## src/rtl/regfile_pkg.sv

```systemverilog
package regfile_pkg;
  typedef enum logic [3:0] {
    SEL_B = 4'd0, SEL_C = 4'd1, SEL_D = 4'd2, SEL_E = 4'd3,
    SEL_H = 4'd4, SEL_L = 4'd5, SEL_F = 4'd6, SEL_A = 4'd7,
    SEL_I = 4'd8, SEL_R = 4'd9
  } byte_sel_e;

  typedef enum logic [2:0] {
    WSEL_BC = 3'd0, WSEL_DE = 3'd1, WSEL_HL = 3'd2, WSEL_AF = 3'd3,
    WSEL_IX = 3'd4, WSEL_IY = 3'd5, WSEL_SP = 3'd6, WSEL_PC = 3'd7
  } word_sel_e;

  localparam int NUM_PAIRS = 4;
  localparam int NUM_PTRS  = 4;
  localparam int AF_SLOT   = 3;
endpackage

```

## src/rtl/rf_bank_ctrl.sv

```systemverilog
module rf_bank_ctrl (
  input  logic clk,
  input  logic rst,
  input  logic xchg_main,
  input  logic xchg_af,
  output logic sel_main,
  output logic sel_af
);
  always_ff @(posedge clk) begin
    if (rst) begin
      sel_main <= 1'b0;
      sel_af   <= 1'b0;
    end else begin
      if (xchg_main) sel_main <= ~sel_main;
      if (xchg_af)   sel_af   <= ~sel_af;
    end
  end

  // each main exchange flips the group's bank
  a_r5_main_flip: assert property (@(posedge clk) disable iff (rst)
    xchg_main |=> sel_main != $past(sel_main));
  // no main exchange, no main bank change
  a_r5_main_hold: assert property (@(posedge clk) disable iff (rst)
    !xchg_main |=> $stable(sel_main));
  // AF bank changes only on its own command
  a_r6_af_hold: assert property (@(posedge clk) disable iff (rst)
    !xchg_af |=> $stable(sel_af));
  a_r6_af_flip: assert property (@(posedge clk) disable iff (rst)
    xchg_af |=> sel_af != $past(sel_af));
endmodule

```

## src/rtl/rf_pair_bank.sv

```systemverilog
module rf_pair_bank #(
  parameter int BYTE_W = 8
) (
  input  logic                  clk,
  input  logic                  rst,
  input  logic                  bank_sel,
  input  logic                  wr_hi,
  input  logic                  wr_lo,
  input  logic [2*BYTE_W-1:0]   wr_val,
  output logic [2*BYTE_W-1:0]   cur
);
  logic [BYTE_W-1:0] hi_mem [0:1];
  logic [BYTE_W-1:0] lo_mem [0:1];
  logic [BYTE_W-1:0] idle_hi, idle_lo;

  always_ff @(posedge clk) begin
    if (wr_hi) hi_mem[bank_sel] <= wr_val[2*BYTE_W-1:BYTE_W];
  end

  always_ff @(posedge clk) begin
    if (wr_lo) lo_mem[bank_sel] <= wr_val[BYTE_W-1:0];
  end

  assign cur     = {hi_mem[bank_sel], lo_mem[bank_sel]};
  assign idle_hi = hi_mem[~bank_sel];
  assign idle_lo = lo_mem[~bank_sel];

  // while the bank stays put, the hidden copy never changes
  a_r7_hidden_hi: assert property (@(posedge clk) disable iff (rst)
    1'b1 |=> (bank_sel != $past(bank_sel)) || (idle_hi == $past(idle_hi)));
  a_r7_hidden_lo: assert property (@(posedge clk) disable iff (rst)
    1'b1 |=> (bank_sel != $past(bank_sel)) || (idle_lo == $past(idle_lo)));
endmodule

```

## src/rtl/rf_special.sv

```systemverilog
module rf_special #(
  parameter int BYTE_W = 8
) (
  input  logic                clk,
  input  logic                rst,
  input  logic                fetch,
  input  logic [3:0]          wr_ptr,
  input  logic                wr_i,
  input  logic                wr_r,
  input  logic [2*BYTE_W-1:0] wv,
  input  logic [BYTE_W-1:0]   bv,
  output logic [2*BYTE_W-1:0] ix,
  output logic [2*BYTE_W-1:0] iy,
  output logic [2*BYTE_W-1:0] sp,
  output logic [2*BYTE_W-1:0] pc,
  output logic [BYTE_W-1:0]   ireg,
  output logic [BYTE_W-1:0]   rreg
);
  always_ff @(posedge clk) begin
    if (wr_ptr[0]) ix <= wv;
    if (wr_ptr[1]) iy <= wv;
    if (wr_ptr[2]) sp <= wv;
  end

  always_ff @(posedge clk) begin
    if (rst) begin
      pc   <= '0;
      ireg <= '0;
      rreg <= '0;
    end else begin
      if (wr_ptr[3])  pc <= wv;
      else if (fetch) pc <= pc + 1'b1;
      if (wr_i) ireg <= bv;
      if (wr_r)       rreg <= bv;
      else if (fetch) rreg <= {rreg[BYTE_W-1], rreg[BYTE_W-2:0] + 1'b1};
    end
  end

  a_r9_pc_step: assert property (@(posedge clk) disable iff (rst)
    (fetch && !wr_ptr[3]) |=> pc == $past(pc) + 1'b1);
  a_r10_refresh_step: assert property (@(posedge clk) disable iff (rst)
    (fetch && !wr_r) |=> (rreg[BYTE_W-1] == $past(rreg[BYTE_W-1])) &&
                         (rreg[BYTE_W-2:0] == $past(rreg[BYTE_W-2:0]) + 1'b1));
  a_r11_pc_write_wins: assert property (@(posedge clk) disable iff (rst)
    wr_ptr[3] |=> pc == $past(wv));
  a_r11_i_fetch_hold: assert property (@(posedge clk) disable iff (rst)
    !wr_i |=> $stable(ireg));
endmodule

```

## src/rtl/dual_bank_regfile.sv

```systemverilog
module dual_bank_regfile
  import regfile_pkg::*;
#(
  parameter int BYTE_W = 8
) (
  input  logic                clk,
  input  logic                rst,
  input  logic                xchg_main,
  input  logic                xchg_af,
  input  logic                fetch,
  input  logic                wr_en,
  input  logic                wr_wide,
  input  logic [3:0]          wr_sel,
  input  logic [2*BYTE_W-1:0] wr_data,
  input  logic [3:0]          rd8_sel,
  output logic [BYTE_W-1:0]   rd8_data,
  input  logic [2:0]          rd16_sel,
  output logic [2*BYTE_W-1:0] rd16_data
);
  localparam int WORD_W = 2 * BYTE_W;

  logic                 sel_main, sel_af;
  logic [NUM_PAIRS-1:0] pw_hi, pw_lo;
  logic [NUM_PTRS-1:0]  ptr_wr;
  logic                 wr_i, wr_r;
  logic [WORD_W-1:0]    pair_wv;
  logic [WORD_W-1:0]    pair_cur [NUM_PAIRS];
  logic [WORD_W-1:0]    ix, iy, sp, pc;
  logic [BYTE_W-1:0]    ireg, rreg;
  logic [BYTE_W-1:0]    rd8_next;
  logic [WORD_W-1:0]    rd16_next;

  rf_bank_ctrl u_bank_ctrl (
    .clk(clk), .rst(rst), .xchg_main(xchg_main), .xchg_af(xchg_af),
    .sel_main(sel_main), .sel_af(sel_af)
  );

  assign pair_wv = wr_wide ? wr_data : {wr_data[BYTE_W-1:0], wr_data[BYTE_W-1:0]};

  always_comb begin
    pw_hi  = '0;
    pw_lo  = '0;
    ptr_wr = '0;
    wr_i   = 1'b0;
    wr_r   = 1'b0;
    if (wr_en) begin
      if (wr_wide) begin
        if (wr_sel[2]) ptr_wr[wr_sel[1:0]] = 1'b1;
        else begin
          pw_hi[wr_sel[1:0]] = 1'b1;
          pw_lo[wr_sel[1:0]] = 1'b1;
        end
      end else begin
        case (byte_sel_e'(wr_sel))
          SEL_B:   pw_hi[0] = 1'b1;
          SEL_C:   pw_lo[0] = 1'b1;
          SEL_D:   pw_hi[1] = 1'b1;
          SEL_E:   pw_lo[1] = 1'b1;
          SEL_H:   pw_hi[2] = 1'b1;
          SEL_L:   pw_lo[2] = 1'b1;
          SEL_F:   pw_lo[AF_SLOT] = 1'b1;
          SEL_A:   pw_hi[AF_SLOT] = 1'b1;
          SEL_I:   wr_i = 1'b1;
          SEL_R:   wr_r = 1'b1;
          default: ;
        endcase
      end
    end
  end

  for (genvar p = 0; p < NUM_PAIRS; p++) begin : g_pair
    localparam bit IS_AF = (p == AF_SLOT);
    rf_pair_bank #(.BYTE_W(BYTE_W)) u_pair (
      .clk(clk), .rst(rst),
      .bank_sel(IS_AF ? sel_af : sel_main),
      .wr_hi(pw_hi[p]), .wr_lo(pw_lo[p]),
      .wr_val(pair_wv), .cur(pair_cur[p])
    );
  end

  rf_special #(.BYTE_W(BYTE_W)) u_special (
    .clk(clk), .rst(rst), .fetch(fetch), .wr_ptr(ptr_wr),
    .wr_i(wr_i), .wr_r(wr_r), .wv(wr_data), .bv(wr_data[BYTE_W-1:0]),
    .ix(ix), .iy(iy), .sp(sp), .pc(pc), .ireg(ireg), .rreg(rreg)
  );

  always_comb begin
    case (byte_sel_e'(rd8_sel))
      SEL_B:   rd8_next = pair_cur[0][WORD_W-1:BYTE_W];
      SEL_C:   rd8_next = pair_cur[0][BYTE_W-1:0];
      SEL_D:   rd8_next = pair_cur[1][WORD_W-1:BYTE_W];
      SEL_E:   rd8_next = pair_cur[1][BYTE_W-1:0];
      SEL_H:   rd8_next = pair_cur[2][WORD_W-1:BYTE_W];
      SEL_L:   rd8_next = pair_cur[2][BYTE_W-1:0];
      SEL_F:   rd8_next = pair_cur[AF_SLOT][BYTE_W-1:0];
      SEL_A:   rd8_next = pair_cur[AF_SLOT][WORD_W-1:BYTE_W];
      SEL_I:   rd8_next = ireg;
      SEL_R:   rd8_next = rreg;
      default: rd8_next = '0;
    endcase
  end

  always_comb begin
    case (word_sel_e'(rd16_sel))
      WSEL_BC: rd16_next = pair_cur[0];
      WSEL_DE: rd16_next = pair_cur[1];
      WSEL_HL: rd16_next = pair_cur[2];
      WSEL_AF: rd16_next = pair_cur[AF_SLOT];
      WSEL_IX: rd16_next = ix;
      WSEL_IY: rd16_next = iy;
      WSEL_SP: rd16_next = sp;
      default: rd16_next = pc;
    endcase
  end

  always_ff @(posedge clk) begin
    if (rst) begin
      rd8_data  <= '0;
      rd16_data <= '0;
    end else begin
      rd8_data  <= rd8_next;
      rd16_data <= rd16_next;
    end
  end

  // word port returns the pre-edge PC
  a_r4_pc_read_latency: assert property (@(posedge clk) disable iff (rst)
    (rd16_sel == 3'd7) |=> rd16_data == $past(pc));
endmodule

```

## config.mk

```make
export PLATFORM = sky130hd
export DESIGN_NAME = dual_bank_regfile
export DESIGN_NICKNAME = d
export VERILOG_FILES = /design/src/rtl/regfile_pkg.sv /design/src/rtl/rf_bank_ctrl.sv /design/src/rtl/rf_pair_bank.sv /design/src/rtl/rf_special.sv /design/src/rtl/dual_bank_regfile.sv
export SDC_FILE = /design/constraint.sdc
export NUM_CORES = 1
export LEC_CHECK = 0
export CORE_UTILIZATION = 50
export CTS_CLUSTER_SIZE = 40
export DETAILED_ROUTE_END_ITERATION = 16
export PLACE_DENSITY = 0.71
export SLEW_MARGIN = 30
export SYNTH_ARGS = -nofsm -noshare
export SYNTH_HDL_FRONTEND = slang
export SYNTH_SLANG_ARGS = --single-unit
export TNS_END_PERCENT = 30
```

## constraint.sdc

```tcl
create_clock -name clk -period 2.4 [get_ports clk]
set_input_delay 0.36 -clock clk [delete_from_list [all_inputs] [get_ports clk]]
set_output_delay 0.36 -clock clk [all_outputs]
set_load 0.02 [all_outputs]
```

==> flow_summary.ini, run 1 <==
[timing]
maxSlewViolCount = 0
rsz0062_at_grt = false
fin_crit_sh = 0.846
fin_worst_skew_ns = 0.00723
max-slew-margin-rel = 0.559
worst_pin_slew_ns = 0.643
fmax_ghz = 0.492
hold_violations = 0
fin_setup_tns_ns = 0
setup-violations-final = 0
finalCriticalPeriod_ns = 2.03

[power_and_ir_drop]
finalPower_mw = 9.36
peakVddDrop_v = 0.000659
p_leak_nw = 4.25
power.density_nw_per_um2 = 754

[global_routing]
grt_pass1_wl_um = 43900
grt_pass1_vias = 6917
grt_usage = 0.280
overflow = 0
grt_max_degree = 52
grt_antenna_before_repair = 0

[hold_path]
hold_end = rd16_data[15]$_SDFF_PP0_
min-delay-start = rst
hold_path_class = input pin to register
hold_depth = 3

[clocking]
h-tree-depth = 1
cts_resized = 0
cts_tree = yes
cts_sinks = 236
numCtsBuffers = 24
root_buffer = clkbuf_16
clock_latency_ns = 0.52
cts_buffer_depth = 3
ctsHoldBuffers = 0
postCtsSetupBuffers = 0
path_clk_slew_ns = 0.06

[yosys]
synthDistinctLibCells = 62
synthMuxAreaShare = 0.144
synthFlopType = edfxtp_1
netlist_area_um2 = 10400
syn-num-nets = 804
synthCells = 768
synth.avg_cell_area_um2 = 13.5
synth_top_family_by_area = multiplexers
yosysWarnings = 0
synth_fa_ha_area_frac = 0.00241
async_reset_ff_frac = 0
synth_compound_gate_area_share = 0.0872
yosys.area_share.xor_xnor = 0.0185
ys_seq_area_frac = 0.624
synth-simple-area-share = 0.0933
ys_ff_latch = 236
synth_edf_count = 176

[setup_path]
start_kind = register
r2r-end = rd16_data[2]$_SDFF_PP0_
ff2ff_path_depth = 5
cp-end-kind = register
crit_required_ns = 2.77
rrSetupSlack_ns = 0.37
cp_max_fo = 19
crit_type = register to register
worstPathArrival_ns = 2.40

[placed_design]
gp_congestion = 0.936
hpwl_um = 21700
io_buffers = 57

[route]
totalWireLength_um = 29800
drc = 0
via_per_inst = 6.28
ant_nets = 0
routedWlPerCell_um = 26.0
vias = 7179
firstDrtPassIters = 5
drt_iter0_drc = 869

[floorplanning]
io_pins = 58
die_x_um = 146
core_area_um2 = 20300
start_util = 0.512
fp.dieH_um = 146
rows = 52
die-area_um2 = 21400

[finish]
area_growth_pct = 19.3
fillers = 1594
final_nets = 893
final_common_cell = edfxtp_1
final_cell_mix = 176 x edfxtp_1, 86 x nor2_1, 86 x mux2i_1
drive_above_1_share = 0.167
diodes = 0

[job]
cap_violations = 0

[run_status]
status = finished, final reports clean
## synth_stat cells, types with 9 or more instances
library cell	count	share of area
edfxtp_1	176	0.51
mux2i_1	86	0.083
nor2_1	86	0.031
dfxtp_1	60	0.12
o22ai_1	37	0.022
a211oi_1	31	0.022
nand2_1	26	0.0094
mux2_2	21	0.023
mux4_2	18	0.039
clkbuf_1	17	0.0061
buf_2	15	0.0072
nor3_1	15	0.0072
xnor2_1	15	0.013
a21oi_1	10	0.0048
buf_4	10	0.0072
nand3_1	10	0.0048
o21ai_0	9	0.0043
## through the flow
step	area (um2)	setup WS, ns	std cells	util	hold WS [ns]
3_5_place_dp	11600	0.0169	1101	0.571	0.497
3_3_place_gp	11600	0.0401	1101	0.571	0.474
2_1_floorplan	10400	0.00648	768	-	0.459
5_1_grt	12400	0.286	1144	0.611	0.215
4_1_cts	12400	0.364	1144	0.611	0.232
6_report	12400	0.369	1144	0.611	0.234
## final cells by class
type,count,area (um2),share of cell area
clock buffers,36,707,0.0570
clock inverters,7,111,0.00897
inverters,9,33.8,0.00272
multi-input cells,469,3600,0.290
flip-flops and latches,236,6490,0.523
well taps,270,338,0.0272
repair buffers,117,1130,0.0909
## worst max-delay path by stage
stage	cells after the start	endpoint	startpoint
global route	5	rd16_data[2]$_SDFF_PP0_	register
detailed placement	5	rd8_data[5]$_SDFF_PP0_	rd8_sel[0]
floorplan	4	g_pair[2].u_pair.hi_mem[0][0]$_DFFE_PP_	wr_wide
CTS	5	rd16_data[2]$_SDFF_PP0_	register
global placement	5	rd8_data[5]$_SDFF_PP0_	rd8_sel[0]
finish	5	rd16_data[2]$_SDFF_PP0_	register
## critical path, stage by stage (launching register included)
cell      delay [ns]
dfxtp_4         0.57
buf_12          0.24
mux2i_1         0.47
o22ai_1         0.17
a22oi_1         0.30
a211oi_1        0.13
## state kept, by name, summed over array words and instances (netlist names), named ones only
signal	count
u_special.ix	16
rd8_data	8
u_special.rreg	8
rd16_data	16
g_pair.u_pair.lo_mem	64
u_special.ireg	8
g_pair.u_pair.hi_mem	64
u_special.sp	16
u_special.iy	16
u_bank_ctrl.sel_main	1
u_special.pc	16
u_bank_ctrl.sel_af	1
## kinds of logic after synthesis
family / Yosys count
and+or+nand+nor: 192
xor gates and xnor gates: 22
buffers and inverters: 63
DFF: 236
adders and majority gates: 2
AOI/OAI and AO/OA: 128
muxes: 125
## where the power goes
group	switching, mW	internal (mW)	leakage, nW
registers	0.0669	4.49	2.08
logic	0.552	0.403	1.77
clock network	1.50	2.35	0.397
## routing by layer
metal / vias up / routed length, um / GRT usage / part of all wire
li1: 3157 / - / - / -
met1: 3589 / 12300 / 0.393 / 0.41
met2: 367 / 14100 / 0.448 / 0.47
met3: 66 / 2350 / 0.0388 / 0.079
met4: 0 / 1030 / 0.103 / 0.035
met5: - / 0 / 0 / 0
Note: power is estimated with default switching activity, not from simulation.
==> run 2: changes to the inputs <==
--- a/config.mk
+++ b/config.mk
@@ -8,7 +8,7 @@
 export CORE_UTILIZATION = 50
 export CTS_CLUSTER_SIZE = 40
 export DETAILED_ROUTE_END_ITERATION = 16
-export PLACE_DENSITY = 0.71
+export PLACE_DENSITY = 0.69
 export SLEW_MARGIN = 30
 export SYNTH_ARGS = -nofsm -noshare
 export SYNTH_HDL_FRONTEND = slang
==> constraint.sdc (replaced) <==
create_clock -name clk -period 2 [get_ports clk]
set_input_delay 0.3 -clock clk [delete_from_list [all_inputs] [get_ports clk]]
set_output_delay 0.3 -clock clk [all_outputs]
set_load 0.02 [all_outputs]
==> flow_summary.ini, run 2 (same netlist as run 1, synthesis figures left out) <==
[timing]
hold_violations = 0
finalCriticalPeriod_ns = 1.96
worst_pin_slew_ns = 0.548
setup-violations-final = 0
fin_crit_sh = 0.978
fin_worst_skew_ns = 0.00977
maxSlewViolCount = 0
fin_setup_tns_ns = 0
max-slew-margin-rel = 0.624
finalWorstSetupSlack_ns = 0.0435
worst_hold_slack_ns = 0.292
fmax_ghz = 0.511

[finish]
final_common_cell = edfxtp_1
reg_top3 = g_pair.u_pair.hi_mem (64), g_pair.u_pair.lo_mem (64)
final_nets = 960
drive_above_1_share = 0.230
diodes = 0
fin_util = 0.638
final-instance-count-excl-fill = 1212
postLayoutCellArea_um2 = 13000
final_cell_mix = 176 x edfxtp_1, 110 x buf_4, 86 x nor2_1
area_growth_pct = 24.5

[global_routing]
grt_usage = 0.294
overflow = 0
grt_pass1_vias = 7354
grt_pass1_wl_um = 45900
grt_max_degree = 37
grt_antenna_before_repair = 0

[placed_design]
pre_cts_ws_ns = -0.454
gp_congestion = 0.938
hpwl_um = 23400
place_area_um2 = 12200
io_buffers = 57
placed_cells = 1168

[route]
firstDrtPassIters = 5
drc = 0
vias = 7469
drt_iter0_drc = 711
routedWlPerCell_um = 25.6
totalWireLength_um = 31100
via_per_inst = 6.16
ant_nets = 0

[clocking]
postCtsSetupBuffers = 0
cts_tree = yes
clock_latency_ns = 0.52
numCtsBuffers = 24
cts_buffer_depth = 3
path_clk_slew_ns = 0.06
root_buffer = clkbuf_16
h-tree-depth = 1
cts_sinks = 236

[floorplanning]
die_x_um = 146
die-area_um2 = 21400
fp.dieH_um = 146
core_area_um2 = 20300
start_util = 0.512
io_pins = 58
rows = 52

[setup_path]
cp-end-kind = register
cp_max_fo = 27
slowest_delay_ns = 0.49
crit_required_ns = 2.38
crit_type = register to register
start_kind = register
path_cells = buf_12, buf_4, mux2i_2, o22ai_1, nor3_1, a21oi_1
crit_slowest_cell = dfxtp_4
cp_top_family = flip-flops
worstPathArrival_ns = 2.34
critPathBufInv = 2

[job]
cap_violations = 0

[power_and_ir_drop]
p_leak_nw = 4.57
peakVddDrop_v = 0.000634
power.density_nw_per_um2 = 847
finalPower_mw = 11.0

[run_status]
status = finished, final reports clean

[hold_path]
hold_path_class = input pin to register
-- run 2: routing by layer --
metal | GRT usage | up-vias | wire [um]
met3 | 0.0456 | 75 | 2480
li1 | - | 3288 | -
met4 | 0.110 | 0 | 1270
met5 | 0 | - | 0
met1 | 0.420 | 3727 | 13100
met2 | 0.455 | 379 | 14200
-- run 2: what timing repair did --
| item | CTS | global route |
|---|---|---|
| endpoints found under the setup margin | 0 | 5 |
| resized for setup | 0 | 6 |
| hold buffers | 0 | 0 |
-- run 2: final timing paths --
| check | startpoint | cells past startpoint | end | slack (ns) |
|---|---|---|---|---|
| hold / removal | rst | 2 | rd16_data[9]$_SDFF_PP0_ | 0.29 |
| setup reg to reg | register | 6 | rd8_data[4]$_SDFF_PP0_ | 0.04 |
| setup / recovery | register | 6 | rd8_data[4]$_SDFF_PP0_ | 0.04 |
| hold reg to reg | u_special.ireg[3]$_SDFFE_PP0P_ | 2 | u_special.ireg[3]$_SDFFE_PP0P_ | 0.50 |
-- run 2: worst reg2reg max path, stage by stage (launching register included) --
cell and delay (ns):
dfxtp_4 0.49, buf_12 0.26, buf_4 0.22, mux2i_2 0.33, o22ai_1 0.14, nor3_1 0.27
a21oi_1 0.13
-- run 2: layout make-up --
cell class | count | area [um2]
Multi-Input combinational cell | 469 | 3630
Fill cell | 1542 | 7350
Clock buffer | 34 | 659
Sequential cell | 236 | 6490
Timing Repair Buffer | 184 | 1720
Clock inverter | 10 | 76.3
Inverter | 9 | 33.8
Tap cell | 270 | 338
-- run 2: report_power, final --
part	total [mW]	internal, mW	switching (mW)
sequential	5.46	5.38	0.0753
clock	4.21	2.42	1.79
combinational	1.30	0.587	0.715
total	11.0	8.40	2.58
==> run 3: changes to the inputs <==
--- a/config.mk
+++ b/config.mk
@@ -5,6 +5,7 @@
 export SDC_FILE = /design/constraint.sdc
 export NUM_CORES = 1
 export LEC_CHECK = 0
+export CAP_MARGIN = 25
 export CORE_UTILIZATION = 50
 export CTS_CLUSTER_SIZE = 40
 export DETAILED_ROUTE_END_ITERATION = 16
==> results of run 3 <==
The final DEF is identical to that of run 2; final timing and power are the same.
